`src/rtl/gpx_pkg.sv`:
```
package gpx_pkg;

    localparam int BANK_W   = 8;
    localparam int MAX_PINS = 24;

    typedef logic [BANK_W-1:0] byte_t;

    // Per-bank write strobes produced by the address decoder
    typedef struct packed {
        logic out_set;
        logic out_clr;
        logic out_load;
        logic dir;
        logic rise;
        logic fall;
        logic ien;
        logic stat_clr;
        logic edg_clr;
    } bank_wr_t;

    // Per-bank register view shared by read mux and interrupt merge
    typedef struct packed {
        byte_t pin;
        byte_t out;
        byte_t dir;
        byte_t rise;
        byte_t fall;
        byte_t ien;
        byte_t stat;
        byte_t edg;
    } bank_view_t;

    function automatic int num_banks(input int pins);
        return (pins + BANK_W - 1) / BANK_W;
    endfunction

    // Bits of a bank that correspond to existing pins
    function automatic byte_t valid_mask(input int pins, input int bank);
        byte_t m;
        for (int b = 0; b < BANK_W; b++) begin
            m[b] = ((bank * BANK_W + b) < pins);
        end
        return m;
    endfunction

    // Address of bank k in a family that counts down from its base
    function automatic int down_addr(input int base, input int bank);
        return base - bank;
    endfunction

    // Address of bank k in a family read as a burst from the top bank
    function automatic int up_addr(input int base, input int banks, input int bank);
        return base + (banks - 1 - bank);
    endfunction

endpackage

```
`src/rtl/gpx_pin_sync.sv`:
```
module gpx_pin_sync #(
    parameter int WIDTH = 24
) (
    input  logic             clk,
    input  logic             rst,
    input  logic [WIDTH-1:0] raw_in,
    output logic [WIDTH-1:0] level,
    output logic [WIDTH-1:0] rose,
    output logic [WIDTH-1:0] fell
);

    logic [WIDTH-1:0] meta_q;
    logic [WIDTH-1:0] sync_q;
    logic [WIDTH-1:0] prev_q;

    always_ff @(posedge clk) begin
        if (rst) begin
            meta_q <= '0;
            sync_q <= '0;
            prev_q <= '0;
        end else begin
            meta_q <= raw_in;
            sync_q <= meta_q;
            prev_q <= sync_q;
        end
    end

    assign level = sync_q;
    assign rose  = sync_q & ~prev_q;
    assign fell  = ~sync_q & prev_q;

endmodule

```
`src/rtl/gpx_bank.sv`:
```
module gpx_bank
    import gpx_pkg::*;
#(
    parameter byte_t VALID = 8'hFF
) (
    input  logic       clk,
    input  logic       rst,
    input  bank_wr_t   wr,
    input  byte_t      wdata,
    input  byte_t      level,
    input  byte_t      rose,
    input  byte_t      fell,
    output bank_view_t view,
    output byte_t      evt
);

    byte_t out_q, dir_q, rise_q, fall_q, ien_q, stat_q, edg_q;
    byte_t wmask;
    byte_t stat_evt;
    byte_t stat_wipe, edg_wipe;

    assign wmask     = wdata & VALID;
    assign evt       = ((rose & rise_q) | (fell & fall_q)) & VALID;
    assign stat_evt  = evt & ~dir_q;
    assign stat_wipe = wr.stat_clr ? wdata : '0;
    assign edg_wipe  = wr.edg_clr  ? wdata : '0;

    always_ff @(posedge clk) begin
        if (rst) begin
            out_q  <= '0;
            dir_q  <= '0;
            rise_q <= '0;
            fall_q <= '0;
            ien_q  <= '0;
            stat_q <= '0;
            edg_q  <= '0;
        end else begin
            if (wr.out_set) begin
                out_q <= out_q | wmask;
            end else if (wr.out_clr) begin
                out_q <= out_q & ~wmask;
            end else if (wr.out_load) begin
                out_q <= wmask;
            end
            if (wr.dir)  dir_q  <= wmask;
            if (wr.rise) rise_q <= wmask;
            if (wr.fall) fall_q <= wmask;
            if (wr.ien)  ien_q  <= wmask;
            // a fresh event outranks a same-cycle clear
            stat_q <= (stat_q & ~stat_wipe) | stat_evt;
            edg_q  <= (edg_q  & ~edg_wipe)  | evt;
        end
    end

    always_comb begin
        view.pin  = level & VALID;
        view.out  = out_q;
        view.dir  = dir_q;
        view.rise = rise_q;
        view.fall = fall_q;
        view.ien  = ien_q;
        view.stat = stat_q;
        view.edg  = edg_q;
    end

endmodule

```
`src/rtl/gpx_decode.sv`:
```
module gpx_decode
    import gpx_pkg::*;
#(
    parameter int NUM_PINS  = 24,
    parameter int ADDR_W    = 8,
    parameter bit SPLIT_OUT = 1'b1,
    parameter int PIN_BASE  = 'h12,
    parameter int SET_BASE  = 'h15,
    parameter int CLR_BASE  = 'h18,
    parameter int DIR_BASE  = 'h1B,
    parameter int RISE_BASE = 'h1E,
    parameter int FALL_BASE = 'h21,
    parameter int IEN_BASE  = 'h24,
    parameter int STAT_BASE = 'h30,
    parameter int EDGE_BASE = 'h34,
    localparam int NB       = num_banks(NUM_PINS)
) (
    input  logic [ADDR_W-1:0] bus_addr,
    input  logic              bus_we,
    input  bank_view_t        views [NB],
    output bank_wr_t          wr    [NB],
    output byte_t             rdata
);

    int a;
    assign a = int'(bus_addr);

    for (genvar k = 0; k < NB; k++) begin : g_wr
        localparam int A_SET  = down_addr(SET_BASE, k);
        localparam int A_CLR  = down_addr(CLR_BASE, k);
        localparam int A_DIR  = down_addr(DIR_BASE, k);
        localparam int A_RISE = down_addr(RISE_BASE, k);
        localparam int A_FALL = down_addr(FALL_BASE, k);
        localparam int A_IEN  = down_addr(IEN_BASE, k);
        localparam int A_STAT = up_addr(STAT_BASE, NB, k);
        localparam int A_EDGE = up_addr(EDGE_BASE, NB, k);

        if (SPLIT_OUT) begin : g_split
            assign wr[k].out_set  = bus_we && (a == A_SET);
            assign wr[k].out_clr  = bus_we && (a == A_CLR);
            assign wr[k].out_load = 1'b0;
        end else begin : g_comb
            assign wr[k].out_set  = 1'b0;
            assign wr[k].out_clr  = 1'b0;
            assign wr[k].out_load = bus_we && (a == A_SET);
        end
        assign wr[k].dir      = bus_we && (a == A_DIR);
        assign wr[k].rise     = bus_we && (a == A_RISE);
        assign wr[k].fall     = bus_we && (a == A_FALL);
        assign wr[k].ien      = bus_we && (a == A_IEN);
        assign wr[k].stat_clr = bus_we && (a == A_STAT);
        assign wr[k].edg_clr  = bus_we && (a == A_EDGE);
    end

    always_comb begin
        rdata = '0;
        for (int k = 0; k < NB; k++) begin
            if (a == down_addr(PIN_BASE, k))     rdata = views[k].pin;
            if (a == down_addr(SET_BASE, k))     rdata = views[k].out;
            if (SPLIT_OUT && (a == down_addr(CLR_BASE, k))) rdata = views[k].out;
            if (a == down_addr(DIR_BASE, k))     rdata = views[k].dir;
            if (a == down_addr(RISE_BASE, k))    rdata = views[k].rise;
            if (a == down_addr(FALL_BASE, k))    rdata = views[k].fall;
            if (a == down_addr(IEN_BASE, k))     rdata = views[k].ien;
            if (a == up_addr(STAT_BASE, NB, k))  rdata = views[k].stat;
            if (a == up_addr(EDGE_BASE, NB, k))  rdata = views[k].edg;
        end
    end

endmodule

```
`src/rtl/gpx_irq_merge.sv`:
```
module gpx_irq_merge
    import gpx_pkg::*;
#(
    parameter int NB = 3
) (
    input  bank_view_t views [NB],
    output logic       irq
);

    logic [NB-1:0] bank_hit;

    for (genvar k = 0; k < NB; k++) begin : g_hit
        assign bank_hit[k] = |(views[k].stat & views[k].ien);
    end

    assign irq = |bank_hit;

endmodule

```
`src/rtl/gpx_bank_port.sv`:
```
module gpx_bank_port
    import gpx_pkg::*;
#(
    parameter int NUM_PINS  = 24,
    parameter int ADDR_W    = 8,
    parameter bit SPLIT_OUT = 1'b1,
    parameter int PIN_BASE  = 'h12,
    parameter int SET_BASE  = 'h15,
    parameter int CLR_BASE  = 'h18,
    parameter int DIR_BASE  = 'h1B,
    parameter int RISE_BASE = 'h1E,
    parameter int FALL_BASE = 'h21,
    parameter int IEN_BASE  = 'h24,
    parameter int STAT_BASE = 'h30,
    parameter int EDGE_BASE = 'h34
) (
    input  logic                clk,
    input  logic                rst,
    input  logic [ADDR_W-1:0]   bus_addr,
    input  logic [7:0]          bus_wdata,
    input  logic                bus_we,
    output logic [7:0]          bus_rdata,
    input  logic [NUM_PINS-1:0] pad_in,
    output logic [NUM_PINS-1:0] pad_out,
    output logic [NUM_PINS-1:0] pad_oe,
    output logic                irq
);

    localparam int NB = num_banks(NUM_PINS);
    localparam int WW = NB * BANK_W;

    logic [WW-1:0] pad_wide;
    logic [WW-1:0] level, rose, fell;
    logic [WW-1:0] out_flat, dir_flat, stat_flat, edg_flat, evt_flat;
    bank_view_t    views [NB];
    bank_wr_t      wr    [NB];

    always_comb begin
        pad_wide = '0;
        pad_wide[NUM_PINS-1:0] = pad_in;
    end

    gpx_pin_sync #(.WIDTH(WW)) u_sync (
        .clk    (clk),
        .rst    (rst),
        .raw_in (pad_wide),
        .level  (level),
        .rose   (rose),
        .fell   (fell)
    );

    gpx_decode #(
        .NUM_PINS  (NUM_PINS),
        .ADDR_W    (ADDR_W),
        .SPLIT_OUT (SPLIT_OUT),
        .PIN_BASE  (PIN_BASE),
        .SET_BASE  (SET_BASE),
        .CLR_BASE  (CLR_BASE),
        .DIR_BASE  (DIR_BASE),
        .RISE_BASE (RISE_BASE),
        .FALL_BASE (FALL_BASE),
        .IEN_BASE  (IEN_BASE),
        .STAT_BASE (STAT_BASE),
        .EDGE_BASE (EDGE_BASE)
    ) u_decode (
        .bus_addr (bus_addr),
        .bus_we   (bus_we),
        .views    (views),
        .wr       (wr),
        .rdata    (bus_rdata)
    );

    for (genvar k = 0; k < NB; k++) begin : g_bank
        byte_t evt_k;

        gpx_bank #(.VALID(valid_mask(NUM_PINS, k))) u_bank (
            .clk   (clk),
            .rst   (rst),
            .wr    (wr[k]),
            .wdata (bus_wdata),
            .level (level[k*BANK_W +: BANK_W]),
            .rose  (rose[k*BANK_W +: BANK_W]),
            .fell  (fell[k*BANK_W +: BANK_W]),
            .view  (views[k]),
            .evt   (evt_k)
        );

        assign out_flat[k*BANK_W +: BANK_W]  = views[k].out;
        assign dir_flat[k*BANK_W +: BANK_W]  = views[k].dir;
        assign stat_flat[k*BANK_W +: BANK_W] = views[k].stat;
        assign edg_flat[k*BANK_W +: BANK_W]  = views[k].edg;
        assign evt_flat[k*BANK_W +: BANK_W]  = evt_k;
    end

    gpx_irq_merge #(.NB(NB)) u_irq (
        .views (views),
        .irq   (irq)
    );

    assign pad_out = out_flat[NUM_PINS-1:0];
    assign pad_oe  = dir_flat[NUM_PINS-1:0];

endmodule

```
`config.mk`:
```
export PLATFORM = sky130hd
export DESIGN_NAME = gpx_bank_port
export DESIGN_NICKNAME = d
export VERILOG_FILES = /design/src/rtl/gpx_pkg.sv /design/src/rtl/gpx_pin_sync.sv /design/src/rtl/gpx_bank.sv /design/src/rtl/gpx_decode.sv /design/src/rtl/gpx_irq_merge.sv /design/src/rtl/gpx_bank_port.sv
export SDC_FILE = /design/constraint.sdc
export NUM_CORES = 1
export LEC_CHECK = 0
export ABC_CLOCK_PERIOD_IN_PS = 2029
export BUFFER_PORTS_ARGS = -buffer_cell sky130_fd_sc_hd__buf_2
export CORE_MARGIN = 4
export CORE_UTILIZATION = 25
export CTS_BUF_LIST = sky130_fd_sc_hd__clkbuf_2 sky130_fd_sc_hd__clkbuf_4 sky130_fd_sc_hd__clkbuf_8
export CTS_CLUSTER_SIZE = 12
export DETAILED_ROUTE_END_ITERATION = 10
export SYNTH_ARGS = -nofsm -noshare
export SYNTH_HDL_FRONTEND = slang
export SYNTH_SLANG_ARGS = --single-unit
```
`constraint.sdc`:
```
create_clock -name clk -period 2.03 [get_ports clk]
set_input_delay 0.203 -clock clk [delete_from_list [all_inputs] [get_ports clk]]
set_output_delay 0.203 -clock clk [all_outputs]
set_load 0.005 [all_outputs]
```
After elaboration in Yosys (flattened, before gate mapping)
Cells that the tools add are included.
- word-level logic and storage cells: 165
- output and inout port bits: 57
- bits of input ports: 43
- bits in registers: 240
- reductions and logical operators: 28
- bitwise logic cells: 47
- eq/ne operators: 27
- muxes and demuxes: 39
- operators with widths (cell ; count):
    $mux 8 ; 39
    $and 8x8->8 ; 21
    $eq 8x6->1 const B ; 16
    $or 8x8->8 ; 12
    $eq 8x7->1 const B ; 11
    $not 8->8 ; 10
    $and 24x24->24 ; 2
    $not 24->24 ; 2
    $logic_and 1x1->1 ; 24
    $reduce_or 24->1 ; 1
    $reduce_bool 2->1 ; 3

Logic depth before layout (Yosys ltp)
Gate-level depths: netlist of run 1.
- depth after elaboration: 28
- gate-level depth with buffers: 10
- mapped depth without buffers: 6

Hierarchy
From an unflattened synthesis of run 1, not the netlist that was laid out.
- cells, all modules: 1397
- area, all modules: 11871.4 um^2
- modules (own cells, without submodules) (module ; instances ; area an instance (um^2) ; cells each ; seq. area each (um^2)):
    gpx_bank ; 3 ; 2306.0 ; 257 ; 1121.1
    gpx_decode ; 1 ; 2551.2 ; 410 ; 0.0
    gpx_pin_sync ; 1 ; 2282.2 ; 200 ; 1441.4
    gpx_irq_merge ; 1 ; 120.1 ; 16 ; 0.0

Least setup slack after synthesis of run 1
OpenSTA, ideal clock, no wires.
- kind: in2out
- from: in bus_addr[2]
- to: out bus_rdata[2]
- slack: 0.017 ns
- arrival time: 1.810 ns
- path buffers: 2
- required time: 1.827 ns
- stages: 8
- cell sequence: buf_2 buf_2 nand2b_1 o21ai_0 or2_2 o211ai_1 a211oi_1 o21ai_1
- cells in the longest elaborated chain, start to end: 28
- elaborated cells on any way between the ends: 54
- those cells by class: eq/ne: 27; mux: 27
- ends and longest elaborated chain (what ; RTL line ; RTL):
    start, declared ; gpx_bank_port.sv:19 ; input logic [ADDR_W-1:0] bus_addr,
    $eq 8x6->1 ; gpx_decode.sv:58 ; if (a == down_addr(PIN_BASE, k)) rdata = views[k].pin;
    $mux 8 ; gpx_decode.sv:58 ;
    $mux 8 ; gpx_decode.sv:59 ; if (a == down_addr(SET_BASE, k)) rdata = views[k].out;
    $mux 8 ; gpx_decode.sv:60 ; if (SPLIT_OUT && (a == down_addr(CLR_BASE, k))) rdata = views[k].out;
    $mux 8 ; gpx_decode.sv:61 ; if (a == down_addr(DIR_BASE, k)) rdata = views[k].dir;
    $mux 8 ; gpx_decode.sv:62 ; if (a == down_addr(RISE_BASE, k)) rdata = views[k].rise;
    $mux 8 ; gpx_decode.sv:63 ; if (a == down_addr(FALL_BASE, k)) rdata = views[k].fall;
    $mux 8 ; gpx_decode.sv:64 ; if (a == down_addr(IEN_BASE, k)) rdata = views[k].ien;
    [12 not listed] ; -- ;
    $mux 8 ; gpx_decode.sv:59 ;
    $mux 8 ; gpx_decode.sv:60 ;
    $mux 8 ; gpx_decode.sv:61 ;
    $mux 8 ; gpx_decode.sv:62 ;
    $mux 8 ; gpx_decode.sv:63 ;
    $mux 8 ; gpx_decode.sv:64 ;
    $mux 8 ; gpx_decode.sv:65 ; if (a == up_addr(STAT_BASE, NB, k)) rdata = views[k].stat;
    $mux 8 (*) ; gpx_decode.sv:66 ; if (a == up_addr(EDGE_BASE, NB, k)) rdata = views[k].edg;
    end, declared ; gpx_bank_port.sv:22 ; output logic [7:0] bus_rdata,
Every way passes the cells marked *; elsewhere a longest branch is shown, timed or not.

Worst setup path in the final report of run 1
- from: in bus_addr[5]
- to: out bus_rdata[0]
Same word-level chain as after synthesis.

==> reports/results.env, run 1 <==
STATUS='finished with violations'
FAILED_CHECKS='negative setup slack'
CRITICAL-PATH-TOP-DELAY-FAMILY='simple AND/OR/NAND/NOR gates'
INITIAL_CORE_UTIL=0.2537
POWER.IR.VDD_WORST_V=0.0003651
SYNTH-SEQ-AREA-SHARE=0.4495
GRT.TOTAL_USAGE=0.1938
SYNTH_TOP_CELL_AREA_SHARE=0.4495
NETS=1633
ROUTE.FINAL.WIRE_LENGTH_MM=46.55
FIN_SKEW_NS=0.01493
SYNTH_TOP_CELLS_BY_COUNT='240 x dfxtp_1, 224 x nand2_1, 145 x a21oi_1'
ASYNC_FLOP_SHARE=0
FINAL_ANTENNA_NET_COUNT=0
CTS.PATH.MAX_BUFFERS=3
TIMING.FINAL.WS_SETUP_NS=-0.5566
CLOCK_LATENCY_NS=0.59
POWER.DENSITY_CELL_AREA_nW_PER_UM2=701.7
INSERTEDDIODECOUNT=0
YOSYS.CELL_COUNT.TOP_TYPE='dfxtp_1'
SYNTH_CELL_TYPES=63
NUMBER_OF_TOP_LEVEL_PINS=100
SYN2LAYOUT_AREA_GROWTH_PCT=37.38
SYN_INST=1337
R2R-START='g_bank[1].u_bank.fall_q[0]'
CAP_VIOL_MAX_COUNT=0
TRITONCTS_NUM_SINKS=240
DRT-VIAS-PER-INSTANCE=5.240
HOLD_PATH.CLASS='primary input to flip-flop'
CRIT_PATH_FROM='bus_addr[5]'
NUM_VIAS=11310
GRT_SETUP_UNREPAIRED='yes'
YS_FF_LATCH=240
SLEW-LIMIT-HEADROOM=0.5075
GRT_START_MAX_NET_PINS=76
DIE_HEIGHT_UM=214.8
ROUTE.DETAILED.WL_PER_INST_UM=21.57
TIMING.HOLD.WS_NS=0.1040
INITIAL_ANTENNA_VIOLATION_COUNT=0
ARRIVAL_NS=2.38
SYNTH_FF_TYPE='dfxtp_1'
FIN_CRIT_SH=1.274
FIRST_GLOBAL_VIAS=10950
SYNTH_TOP_CELL_BY_AREA='dfxtp_1'
CLOCKROOTBUFFER='clkbuf_8'
DRT-INITIAL-DRC-COUNT=1355
FINAL-SETUP-VIOL-COUNT=9
DESIGN.CORE.AREA_UM2=42130
FILL_CELLS=4351
SYNTH.AVG_CELL_AREA_UM2=7.995
DIE_FOOTPRINT_UM2=46130
IO_BUFFER_COUNT=99
CRITPATHLAUNCHTYPE='primary input'
CRIT_PATH_CELL_TRACE='buf_8 -> or4b_4 -> nor3_4 -> buf_6 -> a221oi_2 -> o211ai_1 -> a32oi_2 -> a21oi_2 -> buf_2'
PERIOD_NEEDED_NS=2.587
CP_SLOWEST_STAGE_DELAY_NS=0.66
FINALHOLDVIOLCOUNT=0
SYNTHESIS.NETS=1380
CP.BUFFERS_INVERTERS=3
CRITPATHCAPTURETYPE='output pin'
CRITICAL_PATH_REQUIRED_NS=1.83
NUMCTSBUFFERS=43
SYNTH_WARNINGS=0
WORST_HOLD_STARTPOINT='bus_we'
TIMING.FINAL.MAX_SLEW_VIOLATIONS=0
CRIT_FANOUT=7
POST_SYNTH_MAIN_AREA_CONTRIBUTORS='dfxtp_1 45%, nand2_1 7.9%, a21oi_1 6.8%'
DRIVE_ABOVE_1_SHARE=0.2755
CTS_HTREE_LEVELS=2
DP_SLACK_NS=-0.8178
SYN_AREA_UM2=10690
DRT-PASS1-ITER-COUNT=5
ROWS=75
GLOBAL_ROUTE.OVERFLOW_TOTAL=0
POST_SYNTH_EDFFS=0
CLOCK_TREE_FROM_TRITONCTS='done'
CTS.REPORTEDPATHS.CLKPINSLEW_NS=0.06
PATH_CLASS='primary input to output pin'
DRCVIOLATIONCOUNT=0
GRT_FIRST_PASS_WIRELENGTH_MM=69.02
HPWL_MM=33.87
POWER.LEAKAGE_nW=5.487
TIGHTESTPINTRANSITION_NS=0.7387
FINAL_WTD_CONGESTION=0.9819
DIEWIDTH_UM=214.8
CRIT_PATH_TOP_DELAY_CELL='or4b_4'
FMAX_GHz=0.3866
-- logic make-up after synthesis --
kind of cell / count (synthesis) / synth area share
flip-flops: 240 / 0.4495
multiplexers: 8 / 0.007492
AO/OA/AOI/OAI: 340 / 0.1996
buffers and inverters: 134 / 0.05385
XOR/XNOR: 2 / 0.001639
AND/OR/NAND/NOR: 613 / 0.2880
-- cell type report --
class | count | area (µm²) | share of cell area
multi-input cells | 964 | 5700 | 0.3882
flip-flops and latches | 240 | 4807 | 0.3274
repair buffers | 314 | 2492 | 0.1697
clock buffers | 64 | 799.5 | 0.05445
well taps | 539 | 674.4 | 0.04593
clock inverters | 10 | 108.9 | 0.007413
inverters | 27 | 101.3 | 0.006902
-- power breakdown --
part	internal (mW)	switching (mW)	total (mW)
Sequential	4.77	0.0433	4.82
Clock	2.77	2.05	4.83
Combinational	0.258	0.404	0.662
Total	7.80	2.50	10.3
-- per-stage QoR --
stage	instances	cell area (µm²)	utilization	total power [mW]	setup TNS [ns]
4_1_cts	2147	14470	0.3434	10.42	-3.516
6_report	2158	14680	0.3485	10.30	-3.791
3_3_place_gp	2042	12910	0.3063	5.482	-16.22
2_1_floorplan	1337	10690	-	5.173	0
3_5_place_dp	2042	12910	0.3063	5.485	-17.27
5_1_grt	2158	14680	0.3485	10.70	-4.160
-- cell usage in the layout (no fill, tap or decap), types with 7 or more instances in the layout --
master         instances
a211oi_1               9
a21oi_1              136
a21oi_2                9
a221oi_1              19
a22oi_1               58
and3_1                 7
buf_12                17
buf_2                 90
buf_4                162
buf_6                 15
clkbuf_4              14
clkbuf_8              52
dfxtp_1              238
dlygate4sd3_1         25
inv_1                 27
mux2i_1                8
nand2_1              222
nand3_1              119
nand3b_1              24
nand4_1                7
nor2_1                88
nor2b_1               76
o211ai_1               9
o21ai_0               35
o21ai_2                7
-- state kept, by name, summed over array words and instances (netlist names), named ones only --
register / count
g_bank.u_bank.rise_q: 24
g_bank.u_bank.ien_q: 24
u_sync.level: 24
g_bank.u_bank.fall_q: 24
g_bank.u_bank.stat_q: 24
g_bank.u_bank.edg_q: 24
u_sync.meta_q: 24
g_bank.u_bank.dir_q: 24
u_sync.prev_q: 24
-- path summary, 6_finish.rpt --
path / endpoint / slack [ns] / cells after the start
setup / recovery: bus_rdata[0] / -0.56 / 9
hold / removal: g_bank[0].u_bank.rise_q[7] / 0.10 / 3
setup reg to reg: g_bank[1].u_bank.stat_q[0] / 0.69 / 4
hold reg to reg: u_sync.level[11] / 0.43 / 1
-- metal layers --
layer  vias up  GRT usage  part of all wire
met1      5411     0.2635              0.43
met4         0    0.07370             0.034
met2       564     0.3019              0.45
met3        88    0.04195             0.093
met5         -          0                 0
li1       5245          -                 -
-- tightest hold or removal path, cell delays in order --
cell and delay [ns]:
buf_4 0.23, nand3_1 0.13, a21oi_1 0.06
-- what timing repair did --
| item | 4_1_cts | 5_1_grt |
|---|---|---|
| buffers inserted | 10 | 11 |
| cloned | 1 | 0 |
| pin swaps | 33 | 31 |
| hold buffers | 25 | 0 |
| setup endpoints to repair | 9 | 9 |
| gates resized for setup | 82 | 35 |
| hold endpoints to repair | 45 | 0 |
Note: power is estimated with default switching activity, not from simulation.
==> run 2, diff against run 1 <==
--- a/config.mk
+++ b/config.mk
@@ -14,4 +14,5 @@
 export DETAILED_ROUTE_END_ITERATION = 10
 export SYNTH_ARGS = -nofsm -noshare
 export SYNTH_HDL_FRONTEND = slang
+export SYNTH_HIERARCHICAL = 1
 export SYNTH_SLANG_ARGS = --single-unit
==> reports/results.env, run 2 <==
GRT_START_MAX_NET_PINS=56  # -26%
DRT-INITIAL-DRC-COUNT=1025  # -24%
FINAL-SETUP-VIOL-COUNT=9  # unchanged
CRITICAL-PATH-TOP-DELAY-FAMILY='compound AO/OA/AOI/OAI gates'
SYN2LAYOUT_AREA_GROWTH_PCT=35.22
ROUTE.DETAILED.WL_PER_INST_UM=21.36  # -0.98%
IO_BUFFER_COUNT=99  # unchanged
SWITCHINGPOWER_mW=2.673  # +6.9%
GRT.TOTAL_USAGE=0.1842  # -0.009651
CLOCKROOTBUFFER='clkbuf_8'
R2R-START='u_sync/level[14]'
HOLD_PATH.CLASS='primary input to flip-flop'
TIMING.FINAL.MAX_SLEW_VIOLATIONS=0  # unchanged
FIRST_GLOBAL_VIAS=11140  # +1.8%
CLOCK_TREE_FROM_TRITONCTS='done'
SLEW-LIMIT-HEADROOM=0.4665  # -0.04105
SYN_INST=1373  # +2.7%
CRIT_FANOUT=2  # -5
CAP_VIOL_MAX_COUNT=0  # unchanged
INITIAL_CORE_UTIL=0.2531  # -0.0006326
POWER_FRAC_COMB=0.090  # +0.026
DPL_CELL_AREA_UM2=14190  # +9.9%
FINALHOLDVIOLCOUNT=0  # unchanged
TIGHTESTPINTRANSITION_NS=0.8003  # +0.06158 ns
CTS.PATH.MAX_BUFFERS=3  # unchanged
FIN_SKEW_NS=0.03054  # +0.01561 ns
SYNTH.AVG_CELL_AREA_UM2=8.581  # +7.3%
FMAX_GHz=0.3664  # -5.2%
CRITICAL_PATH_REQUIRED_NS=1.83  # about the same
ARRIVAL_NS=2.53  # +0.15 ns
DESIGN.CORE.AREA_UM2=46560  # +10%
NETS=1669  # +2.2%
NUM_VIAS=11400  # +0.79%
HPWL_MM=36.23  # +7.0%
TIMING.RR.END='g_bank[1].u_bank/stat_q[6]'
PATH_CLASS='flip-flop to output pin'
FINAL_ANTENNA_NET_COUNT=0  # unchanged
FINAL_WTD_CONGESTION=0.9994  # +1.8%
TRITONCTS_NUM_SINKS=240  # unchanged
SYNTH_WARNINGS=6  # +6
CTS.REPORTEDPATHS.CLKPINSLEW_NS=0.07  # about the same
DRCVIOLATIONCOUNT=0  # unchanged
CRITPATHLAUNCHTYPE='flip-flop'
ROUTE.FINAL.WIRE_LENGTH_MM=48.27  # +3.7%
PERIOD_NEEDED_NS=2.729  # +0.1429 ns
NUMBER_OF_TOP_LEVEL_PINS=100  # unchanged
POWER.SHARE.SWITCHING=0.2546  # +0.01195
CRIT_PATH_TOP_DELAY_CELL='or3b_4'
ROWS=79  # +5.3%
INITIAL_ANTENNA_VIOLATION_COUNT=3  # +3
CP.BUFFERS_INVERTERS=1  # -2
POWER.IR.VDD_WORST_V=0.0003748  # +2.7%
POWER_mW=10.50  # +1.9%
GRT_SETUP_UNREPAIRED='yes'
TIMING.FINAL.WS_SETUP_NS=-0.6995  # -0.1429 ns
POWER.LEAKAGE_nW=6.160  # +12%
GLOBAL_ROUTE.OVERFLOW_TOTAL=0  # unchanged
DRT-VIAS-PER-INSTANCE=5.043  # -3.8%
DIE_FOOTPRINT_UM2=50660  # +9.8%
SYN_AREA_UM2=11780  # +10%
CRIT_PATH_CELL_TRACE='or3b_4 -> a21o_1 -> a211o_1 -> nand3_2 -> o2111ai_4 -> a21oi_2 -> or3_4 -> buf_6'
FAILED_CHECKS='negative setup slack'
FINAL_DESIGN_INSTANCE_AREA_WITHOUT_FILL_UM2=15930  # +8.5%
MOST_COMMON_LIBRARY_CELL_IN_THE_LAYOUT_IGNORING_FILL_AND_TAPS='dfxtp_1'
DIE_HEIGHT_UM=225.1  # +4.8%
DEPTH_OF_THE_WORST_REGISTER_TO_REGISTER_PATH=5  # +1
TNS_NS=-4.535  # -0.7438 ns
DIEWIDTH_UM=225.1  # +4.8%
DRIVE_ABOVE_1_SHARE=0.3307  # +0.05523
NUMCTSBUFFERS=42  # -2.3%
WORST_HOLD_STARTPOINT='rst'
HOLD_PATH_DEPTH=2  # -1
CLOCK_POWER_SHARE=0.444  # -0.024
POWER.DENSITY_CELL_AREA_nW_PER_UM2=659.1  # -6.1%
DRT-PASS1-ITER-COUNT=6  # +1
SEQ_POWER_SHARE=0.466  # about the same
LAYOUT.CELLS.MOST_COMMON_LIST='230 x dfxtp_1, 197 x buf_4, 158 x nor2_1'
MIN_TO='g_bank[0].u_bank/ien_q[5]'
STATUS='finished with violations'
CLOCK_LATENCY_NS=0.61  # +0.02 ns
CTS_HTREE_LEVELS=2  # unchanged
FIN_CRIT_SH=1.345  # +0.07037
INTERNAL_POWER_mW=7.826  # +0.29%
RRSETUPSLACK_NS=0.65  # -0.04 ns
GRT_FIRST_PASS_WIRELENGTH_MM=71.05  # +2.9%
CP_SLOWEST_STAGE_DELAY_NS=0.36  # -0.30 ns
CRITPATHCAPTURETYPE='output pin'
==> run 2: worst max path at each step <==
stage                         startpoint      endpoint  cells past startpoint
2_1_floorplan                bus_addr[7]  bus_rdata[0]                      9
3_3_place_gp                 bus_addr[0]  bus_rdata[6]                     13
3_5_place_dp                 bus_addr[5]  bus_rdata[6]                     13
4_1_cts        g_bank[0].u_bank/out_q[5]  bus_rdata[5]                      8
5_1_grt        g_bank[0].u_bank/out_q[0]  bus_rdata[0]                      8
6_report       g_bank[0].u_bank/out_q[0]  bus_rdata[0]                      8
==> run 2: area by class of cell <==
| type | instances | area [µm²] |
|---|---|---|
| repair buffers | 347 | 2786 |
| inverters | 3 | 11.26 |
| clock buffers | 57 | 734.5 |
| fillers | 4803 | 30630 |
| well taps | 607 | 759.5 |
| clock inverters | 12 | 130.1 |
| flip-flops and latches | 240 | 4820 |
| diodes | 2 | 5.005 |
| multi-input cells | 992 | 6684 |
==> run 2: routing by layer <==
metal / GRT usage / vias up / part of all wire
met2: 0.2848 / 446 / 0.45
met1: 0.2537 / 5543 / 0.44
met3: 0.04455 / 69 / 0.084
met5: 0 / - / 0
li1: - / 5339 / -
met4: 0.05949 / 0 / 0.026
==> run 2: through the flow <==
step	worst slack, ns	util	cells	hold slack, ns
after floorplan	-0.2635	-	1375	0.3312
after global placement	-0.9544	0.3048	2154	0.4103
after detailed placement	-0.8831	0.3048	2154	0.4184
after CTS	-0.7810	0.3376	2256	0.03817
after global routing	-0.7680	0.3422	2260	0.08385
final	-0.6995	0.3422	2260	0.08078
==> run 2: power groups by stage <==
stage          clock network [mW]  registers [mW]  logic [mW]
3_5_place_dp                    0            4.99       0.845
6_report                     4.66            4.89       0.950
5_1_grt                      5.00            4.90        1.02
2_1_floorplan                   0            4.95       0.507
3_3_place_gp                    0            4.99       0.838
4_1_cts                      4.81            4.89       0.921
==> run 2: what timing repair did <==
action                                  in CTS  in global routing
setup buffers                                8                  2
gates cloned                                 1                  0
resized for setup                           85                 42
endpoints found under the setup margin       9                  9
hold buffers                                24                  0
pin swaps                                   31                 35
endpoints found under the hold margin       24                  0
==> run 2: worst reg2reg max path, cell delays in order, from the launching register on <==
cell and delay, ns:
dfxtp_1 0.45, buf_4 0.18, nor2b_1 0.13, a22oi_1 0.13
or2_2 0.29, a21oi_1 0.14
